### src/rtl/hdp_pkg.sv
package hdp_pkg;
  // Strobes from the sequencer to the datapath, one per cycle
  typedef struct packed {
    logic ldAddr;  // load memory select and word address
    logic ldPage;  // load both overlay page fields
    logic ldHold;  // keep first program transfer (bits 23:8)
    logic ldWrDm;  // form data-memory write word
    logic ldWrPm;  // form program-memory write word from hold + low byte
    logic capRd;   // capture the granted read word
    logic rdZero;  // present zero (invalid overlay read)
    logic rdLow;   // present kept low byte of a program word
    logic incAddr; // step the word address
  } hdpStrobe_t;

  typedef enum logic {ST_IDLE, ST_MEM} hdpState_t;
endpackage

### src/rtl/hdp_ctrl.sv
module hdp_ctrl
  import hdp_pkg::*;
(
  input  logic       clk,
  input  logic       rstN,
  input  logic       hostWr,
  input  logic       hostRd,
  input  logic       hostSel,
  input  logic       ctlPageBit,
  input  logic       isDm,
  input  logic       accessOk,
  input  logic       memGnt,
  output hdpStrobe_t stb,
  output logic       memReq,
  output logic       memWe,
  output logic       hostBusy,
  output logic       hostRvalid
);
  hdpState_t state, nState;
  logic phase, nPhase;
  logic pendWe, nWe;
  logic nRvalid;

  always_comb begin
    stb     = '0;
    nState  = state;
    nPhase  = phase;
    nWe     = pendWe;
    nRvalid = 1'b0;
    unique case (state)
      ST_IDLE: begin
        if (hostWr && hostSel) begin
          if (ctlPageBit) stb.ldPage = 1'b1;
          else begin
            stb.ldAddr = 1'b1;
            nPhase     = 1'b0;
          end
        end else if (hostWr) begin
          if (isDm) begin
            if (accessOk) begin
              stb.ldWrDm = 1'b1;
              nState     = ST_MEM;
              nWe        = 1'b1;
            end else stb.incAddr = 1'b1;
          end else if (!phase) begin
            stb.ldHold = 1'b1;
            nPhase     = 1'b1;
          end else if (accessOk) begin
            stb.ldWrPm = 1'b1;
            nState     = ST_MEM;
            nWe        = 1'b1;
          end else begin
            stb.incAddr = 1'b1;
            nPhase      = 1'b0;
          end
        end else if (hostRd && !hostSel) begin
          if (isDm) begin
            if (accessOk) begin
              nState = ST_MEM;
              nWe    = 1'b0;
            end else begin
              stb.rdZero  = 1'b1;
              stb.incAddr = 1'b1;
              nRvalid     = 1'b1;
            end
          end else if (!phase) begin
            if (accessOk) begin
              nState = ST_MEM;
              nWe    = 1'b0;
            end else begin
              stb.rdZero = 1'b1;
              nRvalid    = 1'b1;
              nPhase     = 1'b1;
            end
          end else begin
            stb.rdLow   = 1'b1;
            stb.incAddr = 1'b1;
            nRvalid     = 1'b1;
            nPhase      = 1'b0;
          end
        end
      end
      ST_MEM: begin
        if (memGnt) begin
          nState = ST_IDLE;
          if (pendWe) begin
            stb.incAddr = 1'b1;
            nPhase      = 1'b0;
          end else begin
            stb.capRd = 1'b1;
            nRvalid   = 1'b1;
            if (isDm) stb.incAddr = 1'b1;
            else      nPhase      = 1'b1;
          end
        end
      end
      default: nState = ST_IDLE;
    endcase
  end

  always_ff @(posedge clk) begin
    if (!rstN) begin
      state      <= ST_IDLE;
      phase      <= 1'b0;
      pendWe     <= 1'b0;
      hostRvalid <= 1'b0;
    end else begin
      state      <= nState;
      phase      <= nPhase;
      pendWe     <= nWe;
      hostRvalid <= nRvalid;
    end
  end

  assign memReq   = (state == ST_MEM);
  assign memWe    = pendWe;
  assign hostBusy = (state == ST_MEM);
endmodule

### src/rtl/hdp_datapath.sv
module hdp_datapath
  import hdp_pkg::*;
#(
  parameter int ADDR_W = 14,
  parameter int PAGE_W = 4,
  parameter logic [(1<<PAGE_W)-1:0] VALID_PAGES = 16'h0031
) (
  input  logic              clk,
  input  logic              rstN,
  input  hdpStrobe_t        stb,
  input  logic [15:0]       hostWdata,
  input  logic [23:0]       memRdata,
  output logic              isDm,
  output logic              accessOk,
  output logic [15:0]       hostRdata,
  output logic [ADDR_W-1:0] memAddr,
  output logic [PAGE_W-1:0] memPage,
  output logic [23:0]       memWdata
);
  localparam int TOP = ADDR_W - 1;
  localparam int DM_LO = 4;

  logic [PAGE_W-1:0] dmPage, pmPage, selPage;
  logic [15:0]       holdHi;
  logic [7:0]        lowByte;
  logic              ovlWin;

  // Program overlay sits in the upper half, data overlay in the lower half
  assign ovlWin   = isDm ? !memAddr[TOP] : memAddr[TOP];
  assign selPage  = isDm ? dmPage : pmPage;
  assign memPage  = ovlWin ? selPage : '0;
  assign accessOk = !ovlWin || VALID_PAGES[selPage];

  always_ff @(posedge clk) begin
    if (!rstN) begin
      isDm      <= 1'b0;
      memAddr   <= '0;
      dmPage    <= '0;
      pmPage    <= '0;
      holdHi    <= '0;
      lowByte   <= '0;
      hostRdata <= '0;
      memWdata  <= '0;
    end else begin
      if (stb.ldAddr) begin
        isDm    <= hostWdata[14];
        memAddr <= hostWdata[ADDR_W-1:0];
      end else if (stb.incAddr) begin
        memAddr <= memAddr + 1'b1;
      end
      if (stb.ldPage) begin
        dmPage <= hostWdata[DM_LO +: PAGE_W];
        pmPage <= hostWdata[PAGE_W-1:0];
      end
      if (stb.ldHold) holdHi <= hostWdata;
      if (stb.ldWrDm) memWdata <= {8'h00, hostWdata};
      if (stb.ldWrPm) memWdata <= {holdHi, hostWdata[7:0]};
      if (stb.capRd) begin
        if (isDm) hostRdata <= memRdata[15:0];
        else begin
          hostRdata <= memRdata[23:8];
          lowByte   <= memRdata[7:0];
        end
      end
      if (stb.rdZero) begin
        hostRdata <= '0;
        lowByte   <= '0;
      end
      if (stb.rdLow) hostRdata <= {8'h00, lowByte};
    end
  end
endmodule

### src/rtl/hdp_port.sv
module hdp_port
  import hdp_pkg::*;
#(
  parameter int ADDR_W = 14,
  parameter int PAGE_W = 4,
  parameter logic [(1<<PAGE_W)-1:0] VALID_PAGES = 16'h0031
) (
  input  logic              clk,
  input  logic              rstN,
  input  logic              hostWr,
  input  logic              hostRd,
  input  logic              hostSel,
  input  logic [15:0]       hostWdata,
  output logic [15:0]       hostRdata,
  output logic              hostRvalid,
  output logic              hostBusy,
  output logic              memReq,
  output logic              memWe,
  output logic              memIsDm,
  output logic [ADDR_W-1:0] memAddr,
  output logic [PAGE_W-1:0] memPage,
  output logic [23:0]       memWdata,
  input  logic [23:0]       memRdata,
  input  logic              memGnt
);
  hdpStrobe_t stb;
  logic       accessOk;

  hdp_ctrl u_ctrl (
    .clk(clk), .rstN(rstN), .hostWr(hostWr), .hostRd(hostRd), .hostSel(hostSel),
    .ctlPageBit(hostWdata[15]), .isDm(memIsDm), .accessOk(accessOk),
    .memGnt(memGnt), .stb(stb), .memReq(memReq), .memWe(memWe),
    .hostBusy(hostBusy), .hostRvalid(hostRvalid)
  );

  hdp_datapath #(.ADDR_W(ADDR_W), .PAGE_W(PAGE_W), .VALID_PAGES(VALID_PAGES)) u_dp (
    .clk(clk), .rstN(rstN), .stb(stb), .hostWdata(hostWdata), .memRdata(memRdata),
    .isDm(memIsDm), .accessOk(accessOk), .hostRdata(hostRdata),
    .memAddr(memAddr), .memPage(memPage), .memWdata(memWdata)
  );
endmodule

### config.mk
export PLATFORM = sky130hd
export DESIGN_NAME = hdp_port
export DESIGN_NICKNAME = d
export VERILOG_FILES = /design/src/rtl/hdp_pkg.sv /design/src/rtl/hdp_ctrl.sv /design/src/rtl/hdp_datapath.sv /design/src/rtl/hdp_port.sv
export SDC_FILE = /design/constraint.sdc
export NUM_CORES = 1
export LEC_CHECK = 0
export BUFFER_PORTS_ARGS = -buffer_cell sky130_fd_sc_hd__buf_2
export CAP_MARGIN = 20
export CORE_UTILIZATION = 40
export CTS_CLUSTER_DIAMETER = 150
export CTS_CLUSTER_SIZE = 28
export DETAILED_ROUTE_END_ITERATION = 16
export PLACE_DENSITY = 0.7
export SETUP_SLACK_MARGIN = 0.2
export SYNTH_ARGS = -nofsm -noshare
export SYNTH_HDL_FRONTEND = slang
export SYNTH_HIERARCHICAL = 1
export SYNTH_SLANG_ARGS = --single-unit
### constraint.sdc
create_clock -name clk -period 5.34 [get_ports clk]
set_input_delay 0.267 -clock clk [delete_from_list [all_inputs] [get_ports clk]]
set_output_delay 0.267 -clock clk [all_outputs]
set_load 0.01 [all_outputs]
Word-level counts from Yosys, hierarchy flattened
Memories as Yosys holds them, arrays and structs flattened.
Index checks and enable logic that the tools add are counted.
{"block": "totals", "regBits": 91, "rom_bits": 16, "inputBits": 46, "output_inout_bits": 63, "word_cells": 119, "n_memories": 1}
{"memory": "(name not given)", "words": 16, "width": 1, "rd": 1, "rd_ports_with_merged_regs": 0, "wr": 0, "line": "hdp_datapath.sv:32", "source": "assign accessOk = !ovlWin || VALID_PAGES[selPage];"}
{"block": "op_classes", "addsub": 1, "n_lt_le_gt_ge": 1, "n_eq_ne": 7, "n_mux": 77, "n_bitwise": 4, "n_reduce_logical": 15}
{"op": "$mux W1", "n": 54}
{"op": "$mux W24", "n": 2}
{"op": "$mux W14", "n": 2}
{"op": "$mux W8", "n": 3}
{"op": "$mux W16", "n": 1}
{"op": "$add A14 B1 Y14 const B", "n": 1}
{"op": "$mux W3", "n": 4}
{"op": "$reduce_and A5 Y1", "n": 2}
{"op": "$ne A3 B3 Y1 const B", "n": 3}
{"op": "$mux W2", "n": 4}
{"op": "$mux W4", "n": 2}
{"op": "$pmux W1 S2", "n": 4}
{"op": "$reduce_bool A2 Y1", "n": 3}
{"op": "$lt A4 B5 Y1 const B", "n": 1}
{"op": "$mux W5", "n": 1}
{"op": "$ne A4 B2 Y1 const B", "n": 1}
{"op": "$not A1 Y1", "n": 4}
{"op": "$logic_not A1 Y1", "n": 3}
{"op": "$ne A3 B1 Y1 const B", "n": 1}
{"op": "$ne A3 B2 Y1 const B", "n": 1}
{"op": "$reduce_bool A3 Y1", "n": 1}
{"op": "$reduce_or A3 Y1", "n": 1}
{"op": "$logic_and A1 B1 Y1", "n": 2}
{"op": "$ne A2 B2 Y1 const B", "n": 1}
{"op": "3 further kinds", "n": 3}

Longest topological paths before layout
Gate-level depths: netlist (run 1).
{"block": "logic_depth", "ltp_word": 13, "mapped_depth": 12, "ltp_nobuf": 8}

Modules after synthesis
The synthesis (run 1) kept the hierarchy.
{"module": "hdp_datapath", "instances": 1, "cells_per_inst": 409, "area_each_um2": 3936.3, "seq_area_each_um2": 1741.7}
{"module": "hdp_ctrl", "instances": 1, "cells_per_inst": 48, "area_each_um2": 355.3, "seq_area_each_um2": 80.1}

Least setup slack after synthesis (run 1)
Ideal clock, no wire load.
{"block": "synth_timing", "kind": "reg2reg", "startpoint": "reg u_dp.isDm", "endpoint": "reg u_dp.hostRdata[0]", "setup_time_ns": 0.116, "t_arrival_ns": 2.528, "t_required_ns": 5.224, "setup_slack_ns": 2.696, "stages_incl_launch_ff": 12, "path_buffers": 6, "synth_period_minus_slack_ns": 2.644, "cell_sequence": "dfxtp_1 > buf_2 > buf_4 > nand2_1 > a311oi_1 > buf_6 > nor3b_1 > buf_2 > or3_1 > buf_2 > buf_6 > o211a_1"}
{"element": "start: declaration", "line": "hdp_datapath.sv:13", "source": "output logic isDm,"}
{"element": "start signal: assignment", "line": "hdp_datapath.sv:46", "source": "isDm <= hostWdata[14];"}
{"element": "end signal: assignment", "line": "hdp_datapath.sv:59", "source": "if (isDm) hostRdata <= memRdata[15:0];"}
{"element": "end signal: assignment", "line": "hdp_datapath.sv:61", "source": "hostRdata <= memRdata[23:8];"}
{"element": "end signal: assignment", "line": "hdp_datapath.sv:69", "source": "if (stb.rdLow) hostRdata <= {8'h00, lowByte};"}
{"element": "end: declaration", "line": "hdp_datapath.sv:15", "source": "output logic [15:0] hostRdata,"}

==> results of run 1 <==
## cell usage in the layout (no fill, tap or decap), drive strengths merged, types with 5 or more instances in the layout
cell type  Yosys  layout
nor3b          9       9
o211a         12      12
inv            4       6
clkbuf        18      10
buf           19     113
dfxtp         91      91
and2           8       8
a31oi          5       5
nand2b         6       6
a21boi         8       8
nand3          5       5
o21ai         28      28
o311ai         8       8
nand2         36      36
mux2i         60      60
nor2b         41      41
a21oi         12      12
nor2          29      29
a211oi        12      12
## worst paths after layout
kind                                        end  slack, ns  cells past startpoint
setup / recovery   u_dp/memAddr[9]$_SDFFE_PN0P_       1.66                      8
hold / removal     u_dp/lowByte[0]$_SDFFE_PP0P_       0.15                      3
setup reg to reg   u_dp/memAddr[9]$_SDFFE_PN0P_       1.66                      8
hold reg to reg   u_dp/memWdata[3]$_SDFFE_PN0P_       0.47                      2
## per-layer routing
metal,up-vias,global-route usage [%]
li1,1804,-
met1,1713,23.3
met2,98,31.7
met3,14,4.45
met4,0,7.14
met5,-,0
## state kept, by name, summed over array words and instances, names as in the netlist
name / count
u_ctrl/phase: 1
u_dp/holdHi: 16
u_ctrl/hostBusy: 1
u_dp/pmPage: 4
u_dp/hostRdata: 16
u_dp/memAddr: 14
u_dp/isDm: 1
u_ctrl/hostRvalid: 1
u_dp/dmPage: 4
u_dp/memWdata: 24
u_ctrl/memWe: 1
u_dp/lowByte: 8
## worst min-delay path, delay by kind of cell
kind / cells / cell delay [ns]
buf+inv: 1 / 0.09
mux: 1 / 0.06
simple gates: 1 / 0.07
## layout make-up
| class | count | area share [%] |
|---|---|---|
| multi-input cells | 324 | 44.9 |
| flip-flops and latches | 91 | 36.2 |
| repair buffers | 113 | 11.5 |
| well taps | 136 | 3.38 |
| clock buffers | 10 | 2.73 |
| clock inverters | 6 | 0.969 |
| inverters | 5 | 0.373 |
## cell families after synthesis
| group | count (synthesis) | synth area share [%] |
|---|---|---|
| AOI/OAI and AO/OA | 106 | 17.8 |
| xor gates and xnor gates | 4 | 0.816 |
| adders and majority gates | 1 | 0.291 |
| buffers and inverters | 42 | 4.99 |
| DFF | 91 | 42.4 |
| muxes | 60 | 14.0 |
| and+or+nand+nor | 153 | 19.6 |
## synthesized netlist by cell type, types with 2 or more instances
master	count	area, µm²
nor2_1	28	105
a22o_1	3	26.3
nand3_1	4	20.0
o31ai_1	4	30.0
o21ai_0	28	140
buf_2	12	60.1
nand3b_1	2	15.0
mux2i_1	60	601
xnor2_1	3	26.3
nor4_1	3	18.8
inv_1	4	15.0
or3_1	2	12.5
or2_1	2	12.5
dfxtp_1	91	1820
nor3b_1	9	67.6
clkbuf_1	18	67.6
buf_6	4	45.0
a211oi_1	11	82.6
o311ai_1	2	17.5
nor2b_1	41	257
o41a_1	2	22.5
a21boi_0	8	60.1
or4_1	4	30.0
nand2b_1	5	31.3
a21oi_1	11	55.1
nand2_1	36	135
and2_1	8	50.1
o211a_1	12	120
buf_4	3	22.5
o21a_1	4	30.0
nand4_1	2	12.5
a31oi_1	5	31.3
o311ai_0	6	52.6
## metrics by stage
stage	hold WS, ns	instance area, µm²	power, mW
after CTS	0.133	5030	1.36
final	0.150	5040	1.35
after floorplan	0.385	4290	0.853
after detailed placement	0.456	4840	0.915
after global placement	0.452	4840	0.911
after global routing	0.159	5040	1.41
## power by group through the flow
stage,registers [mW],clock network [mW],logic (mW)
6_report,0.731,0.453,0.168
3_3_place_gp,0.746,0,0.166
2_1_floorplan,0.749,0,0.103
4_1_cts,0.731,0.465,0.168
5_1_grt,0.735,0.486,0.184
3_5_place_dp,0.747,0,0.168
==> results_dict.tcl, run 1 <==
set metrics [dict create \
    worstHoldStart "memRdata[0]" \
    drive_gt1_share_pct 25.7 \
    crit_path_end_kind "register" \
    p_per_area_mw_per_mm2 268 \
    place_ws_ns 1.71 \
    p_seq_share_pct 54.1 \
    cts-resized-gates 0 \
    grt_pass1_wl_mm 16.6 \
    vias_per_cell 5.30 \
    routed.top_layer "met4" \
    wirelength_met1_mm 4.60 \
    synthArstFlopShare_pct 0 \
    slew_headroom_pct 33.0 \
    gp_congestion 0.838 \
    clock_power_share_pct 33.5 \
    dp_hpwl_mm 7.54 \
    layoutNonFillerInstCount 685 \
    drt_iter0_drc 196 \
    start_util_pct 41.4 \
    fin_skew_ns 0.0167 \
    insertion_delay_ns 0.37 \
    die_x_um 106 \
    cp_top_family "compound AO/OA/AOI/OAI gates" \
    seq_area_frac_synth_pct 42.4 \
    p_comb_share_pct 12.4 \
    grt_pass1_vias 3339 \
    die_h_um 106 \
    grt_usage_pct 18.8 \
    cts_hold_buf 0 \
    cp_slowest_cell "o32ai_1" \
    syn-cell-area_mm2 0.00429 \
    crit_chain "nor2b_1, a22o_1, a311oi_1, o21a_1, o32ai_1, nand3_2, or4_1, a31oi_1" \
    fin_crit_sh_pct 69.0 \
    drt_wl_total_mm 10.5 \
    ys_ff_latch 91 \
    path_class "register to register" \
    startpoint_type "register" \
    ys_types 53 \
    die_area_mm2 0.0111 \
    switching_share_pct 28.3 \
    rows 37 \
    finish.utilization_pct 48.6 \
    nets 591 \
    hold_path.class "primary input to register" \
    antenna_found_initial 0 \
    cp_data_required_time_ns 5.64 \
    final.min_clock_period_ns 3.68 \
    cts_root_buffer "clkbuf_8" \
    ys.flop_type "dfxtp_1" \
    worstMarginPinSlew_ns 1.00 \
    cpPeakStageDelay_ns 0.78 \
    synth_edf_count 0 \
    cts_tree "built" \
    clk_path_buf_depth 2 \
    rsz0062_at_grt "no" \
    seq_area_mm2 0.00182 \
    ioPinCount 109 \
    synth_nets 504 \
    io_buffers 108 \
    yosysWarnings 6 \
    cp.arrival_ns 3.99 \
    r2r_start "u_dp/isDm$_SDFFE_PN0P_" \
    area_growth_pct 17.3 \
    p_switching_uw 382 \
    cts_buffers 9 \
    antennaDiodeCount 0 \
    dp.cells 668 \
    fillCellCount 1011 \
    synth_cells 457 \
    cts_setup_buffers 0 \
    vias 3629 \
    tns_ns 0 \
    grt_max_degree 78 \
    clk_pin_slew_worst_paths_ns 0.10 \
    max_freq_ghz 0.272 \
    grt_overflow 0 \
    final_antenna_net_count 0 \
    slew_violations 0 \
    synth.avg_cell_area_um2 9.39 \
    max-vdd-ir-drop_v 0.000148 \
    worst_slack_ns 1.66 \
    status "complete, no violations" \
    hold_viol 0 \
    core_region_area_mm2 0.0104 \
    p_int_uw 970 \
    wl_per_cell_um 15.4 \
    cp-startpoint "u_dp/isDm$_SDFFE_PN0P_" \
    drv_cap 0 \
    critPathBufInv 0 \
    p_leak_nw 2.07 \
    drc_errors 0 \
    wl_met2_mm 5.06 \
    setup_viol 0 \
    path_max_fanout 14 \
    h-tree-depth 3 \
    firstDrtPassIters 4 \
    multi_input_area_mm2 0.00226 \
    cts_num_sinks 91 \
    wl_met3_um 728 \
]
Power figures use the tool's default switching activity.
==> run 2: changes to the inputs <==
==> constraint.sdc (replaced) <==
create_clock -name clk -period 3.8 [get_ports clk]
set_input_delay 0.19 -clock clk [delete_from_list [all_inputs] [get_ports clk]]
set_output_delay 0.19 -clock clk [all_outputs]
set_load 0.01 [all_outputs]
==> results_dict.tcl, run 2 (synthesis results as in run 1) <==
set metrics [dict create \
    status "complete, no violations" \
    power_mw 1.96 \
    worstMarginPinSlew_ns 0.956 \
    cp.arrival_ns 3.29 \
    drt_iter0_drc 160 \
    slew_violations 0 \
    critPathBufInv 0 \
    clk_path_buf_depth 2 \
    cpPeakStageDelay_ns 0.75 \
    die_area_mm2 0.0111 \
    vias 3609 \
    gp_congestion 0.790 \
    p_per_area_mw_per_mm2 386 \
    cts-resized-gates 0 \
    drive_gt1_share_pct 26.1 \
    fin_skew_ns 0.0204 \
    final.min_clock_period_ns 3.00 \
    drv_cap 0 \
    grt_pass1_wl_mm 16.8 \
    die_x_um 106 \
    cts_tree "built" \
    cts_buffers 9 \
    fin_crit_sh_pct 78.9 \
    cts_num_sinks 91 \
    rr_worst_depth 7 \
    tns_ns 0 \
    start_util_pct 41.4 \
    cp_data_required_time_ns 4.09 \
    place_ws_ns 0.828 \
    cp-endpoint "u_dp/hostRdata[7]$_SDFFE_PN0P_" \
    max-vdd-ir-drop_v 0.000227 \
    insertion_delay_ns 0.36 \
    worstHoldPathCells 3 \
    hold_viol 0 \
    max_freq_ghz 0.333 \
    clk_pin_slew_worst_paths_ns 0.10 \
    fin_area_mm2 0.00508 \
    firstDrtPassIters 4 \
    ioPinCount 109 \
    largest_reg_flops 24 \
    cp-startpoint "u_dp/memAddr[13]$_SDFFE_PN0P_" \
    final_common_cell "buf_2" \
    area_growth_pct 18.3 \
    die_h_um 106 \
    path_max_fanout 16 \
    hold_path.class "primary input to register" \
    core_region_area_mm2 0.0104 \
    cp_top_family "compound AO/OA/AOI/OAI gates" \
    nets 594 \
    crit_path_end_kind "register" \
    hold_ws_ns 0.0842 \
    setup_viol 0 \
    final_antenna_net_count 0 \
    dp.cells 672 \
    cts_setup_buffers 0 \
    finish.utilization_pct 49.0 \
    grt_overflow 0 \
    layoutNonFillerInstCount 688 \
    grt_pass1_vias 3389 \
    wl_per_cell_um 15.3 \
    io_buffers 108 \
    cp_slowest_cell "a311oi_1" \
    h-tree-depth 3 \
    top_register "u_dp/memWdata" \
    antennaDiodeCount 0 \
    rows 37 \
    cp.depth 7 \
    final_cell_mix "buf_2, dfxtp_1, mux2i_1" \
    rsz0062_at_grt "no" \
    drt_wl_total_mm 10.5 \
    grt_usage_pct 19.2 \
    antenna_found_initial 0 \
    crit_chain "nor2b_1, a22o_1, a311oi_1, nor3b_1, or3_1, o311ai_0, o211a_1" \
    placed_area_mm2 0.00487 \
    reg.largest.list "u_dp/memWdata (24), u_dp/holdHi (16), u_dp/hostRdata (16)" \
    grt_max_degree 77 \
    drc_errors 0 \
    rr_endpoint "u_dp/hostRdata[7]$_SDFFE_PN0P_" \
    dp_hpwl_mm 7.36 \
    vias_per_cell 5.25 \
    cts_root_buffer "clkbuf_8" \
    path_class "register to register" \
    startpoint_type "register" \
    worst_slack_ns 0.801 \
    p_leak_nw 2.10 \
    r2r_setup_slack_ns 0.80 \
    slew_headroom_pct 36.1 \
    cts_hold_buf 0 \
    r2r_start "u_dp/memAddr[13]$_SDFFE_PN0P_" \
]
-- run 2: worst min-delay path by stage --
stage,start,endpoint,slack [ns]
finish,memRdata[7],u_dp/lowByte[7]$_SDFFE_PP0P_,0.08
global route,memRdata[7],u_dp/lowByte[7]$_SDFFE_PP0P_,0.08
CTS,memRdata[7],u_dp/lowByte[7]$_SDFFE_PP0P_,0.07
detailed placement,memRdata[7],u_dp/lowByte[7]$_SDFFE_PP0P_,0.45
global placement,u_dp/memWdata[0]$_SDFFE_PN0P_,u_dp/memWdata[0]$_SDFFE_PN0P_,0.45
floorplan,rstN,u_ctrl/hostBusy$_SDFF_PN0_,0.31
-- run 2: power breakdown --
part,switching (mW),total (mW),internal (mW)
logic,0.132,0.240,0.108
registers,0.0331,1.03,0.993
clock network,0.379,0.696,0.317
total,0.544,1.96,1.42
-- run 2: worst reg2reg max path, stage by stage (launching register included) --
cell	delay, ns
dfxtp_1	0.46
nor2b_1	0.12
a22o_1	0.25
a311oi_1	0.75
nor3b_1	0.33
or3_1	0.63
o311ai_0	0.19
o211a_1	0.20
-- run 2: routing by layer --
layer  wire, µm  track usage (%)  up-vias
met2       5130             31.7       91
met5          0                0        -
met4        108             4.66        0
met1       4690             24.8     1706
met3        588             5.19       10
li1           -                -     1802
-- run 2: cell type report --
cell class | count | area [µm²]
Fill cell | 1032 | 5290
Timing Repair Buffer | 116 | 601
Sequential cell | 91 | 1820
Tap cell | 136 | 170
Clock buffer | 9 | 124
Inverter | 5 | 18.8
Multi-Input combinational cell | 324 | 2260
Clock inverter | 7 | 82.6
==> run 3: changes to the inputs <==
==> constraint.sdc (replaced) <==
create_clock -name clk -period 2.8 [get_ports clk]
set_input_delay 0.14 -clock clk [delete_from_list [all_inputs] [get_ports clk]]
set_output_delay 0.14 -clock clk [all_outputs]
set_load 0.01 [all_outputs]
==> results_dict.tcl, run 3 (synthesis results as in run 1) <==
set metrics [dict create \
    max_freq_ghz 0.402 \
    rr_endpoint "u_dp/memAddr[9]$_SDFFE_PN0P_" \
    p_seq_share_pct 54.2 \
    final_common_cell "buf_2" \
    setup_viol 0 \
    tns_ns 0 \
    p_switching_uw 727 \
    p_comb_share_pct 13.2 \
    drt_wl_total_mm 10.6 \
    gp_congestion 0.807 \
    antenna_found_initial 0 \
    final_antenna_net_count 0 \
    wl_per_cell_um 15.1 \
    slew_violations 0 \
    drc_errors 0 \
    antennaDiodeCount 0 \
    drv_cap 0 \
    dp_hpwl_mm 7.57 \
    final_cell_mix "buf_2, dfxtp_1, mux2i_1" \
    final.min_clock_period_ns 2.49 \
    cts_tree "built" \
    nets 605 \
    insertion_delay_ns 0.37 \
    p_leak_nw 2.15 \
    fin_skew_ns 0.0122 \
    cp.arrival_ns 2.79 \
    startpoint_type "register" \
    cts_root_buffer "clkbuf_8" \
    core_region_area_mm2 0.0104 \
    drt_iter0_drc 194 \
    status "complete, no violations" \
    firstDrtPassIters 5 \
    die_x_um 106 \
    vias 3668 \
    grt_usage_pct 19.1 \
    crit_path_end_kind "register" \
    grt_max_degree 49 \
    grt_overflow 0 \
    p_per_area_mw_per_mm2 495 \
    die_h_um 106 \
    path_max_fanout 9 \
    r2r_start "u_dp/isDm$_SDFFE_PN0P_" \
    start_util_pct 41.4 \
    p_int_mw 1.84 \
    switching_share_pct 28.3 \
    fin_crit_sh_pct 88.8 \
    grt_pass1_wl_mm 16.7 \
    clock_power_share_pct 32.6 \
    cp-startpoint "u_dp/isDm$_SDFFE_PN0P_" \
    largest_reg_flops 24 \
    r2r_setup_slack_ns 0.31 \
    cts_buffers 9 \
    vias_per_cell 5.25 \
    reg.largest.list "u_dp/memWdata (24), u_dp/holdHi (16), u_dp/hostRdata (16)" \
    finish.utilization_pct 50.0 \
    worstMarginPinSlew_ns 0.872 \
    cp_data_required_time_ns 3.10 \
    rsz0062_at_grt "no" \
    rows 37 \
    drive_gt1_share_pct 28.8 \
    grt_pass1_vias 3362 \
    max-vdd-ir-drop_v 0.000294 \
    clk_pin_slew_worst_paths_ns 0.10 \
    h-tree-depth 3 \
    path_class "register to register" \
    rr_worst_depth 11 \
    hold_path.class "primary input to register" \
    area_growth_pct 20.8 \
    die_area_mm2 0.0111 \
    cts_num_sinks 91 \
    slew_headroom_pct 41.6 \
    hold_viol 0 \
    cp-endpoint "u_dp/memAddr[9]$_SDFFE_PN0P_" \
    io_buffers 108 \
    clk_path_buf_depth 2 \
    top_register "u_dp/memWdata" \
    ioPinCount 109 \
]
run 3: worst max-delay path, cell delays in order, from the launching register on:
cell,delay [ns]
dfxtp_4,0.39
nor2b_4,0.17
a22o_1,0.17
a311oi_1,0.09
buf_4,0.17
o21a_1,0.11
o32ai_2,0.24
buf_4,0.17
nand3_2,0.08
buf_4,0.17
or4_1,0.49
a31oi_1,0.16
run 3: worst min path at each step:
stage / cells past startpoint / slack [ns] / from / to
5_1_grt: 3 / 0.02 / memRdata[2] / u_dp/lowByte[2]$_SDFFE_PP0P_
3_3_place_gp: 3 / 0.39 / memRdata[1] / u_dp/lowByte[1]$_SDFFE_PP0P_
2_1_floorplan: 1 / 0.26 / rstN / u_ctrl/hostBusy$_SDFF_PN0_
4_1_cts: 3 / 0.005 / memRdata[0] / u_dp/lowByte[0]$_SDFFE_PP0P_
3_5_place_dp: 3 / 0.40 / memRdata[0] / u_dp/lowByte[0]$_SDFFE_PP0P_
6_report: 3 / 0.02 / memRdata[0] / u_dp/lowByte[0]$_SDFFE_PP0P_
run 3: metrics by stage:
stage	cell area (µm²)	worst slack [ns]	hold WS, ns	cells	total power, mW
floorplan	4300	0.288	0.258	457	1.63
global placement	4950	0.257	0.391	680	1.75
detailed placement	4950	0.182	0.401	680	1.75
CTS	5130	0.204	0.00461	696	2.60
global route	5180	0.212	0.0196	699	2.69
finish	5180	0.312	0.0246	699	2.57
run 3: timing repair:
| action | 4_1_cts | 5_1_grt |
|---|---|---|
| hold buffers | 0 | 0 |
| gates resized for setup | 2 | 8 |
| endpoints found under the setup margin | 3 | 18 |
| pin swaps | 0 | 1 |
| hold endpoints to repair | 0 | 0 |
| buffers inserted | 0 | 3 |
run 3: per-layer routing:
metal,track usage [%],wire length [µm],up-vias
met4,6.65,146,0
met5,0,0,-
met2,31.9,5120,86
met3,4.70,603,11
li1,-,-,1829
met1,23.9,4690,1742
run 3: power groups by stage:
stage	sequential, mW	combinational, mW	clock, mW
floorplan	1.43	0.197	0
global placement	1.42	0.327	0
detailed placement	1.42	0.333	0
CTS	1.39	0.334	0.874
global route	1.40	0.371	0.924
finish	1.39	0.338	0.837
run 3: layout make-up:
cell class	count	area, µm²
Clock buffer	9	124
Inverter	5	18.8
Tap cell	136	170
Sequential cell	91	1830
Timing Repair Buffer	127	696
Multi-Input combinational cell	324	2290
Fill cell	986	5180
Clock inverter	7	58.8
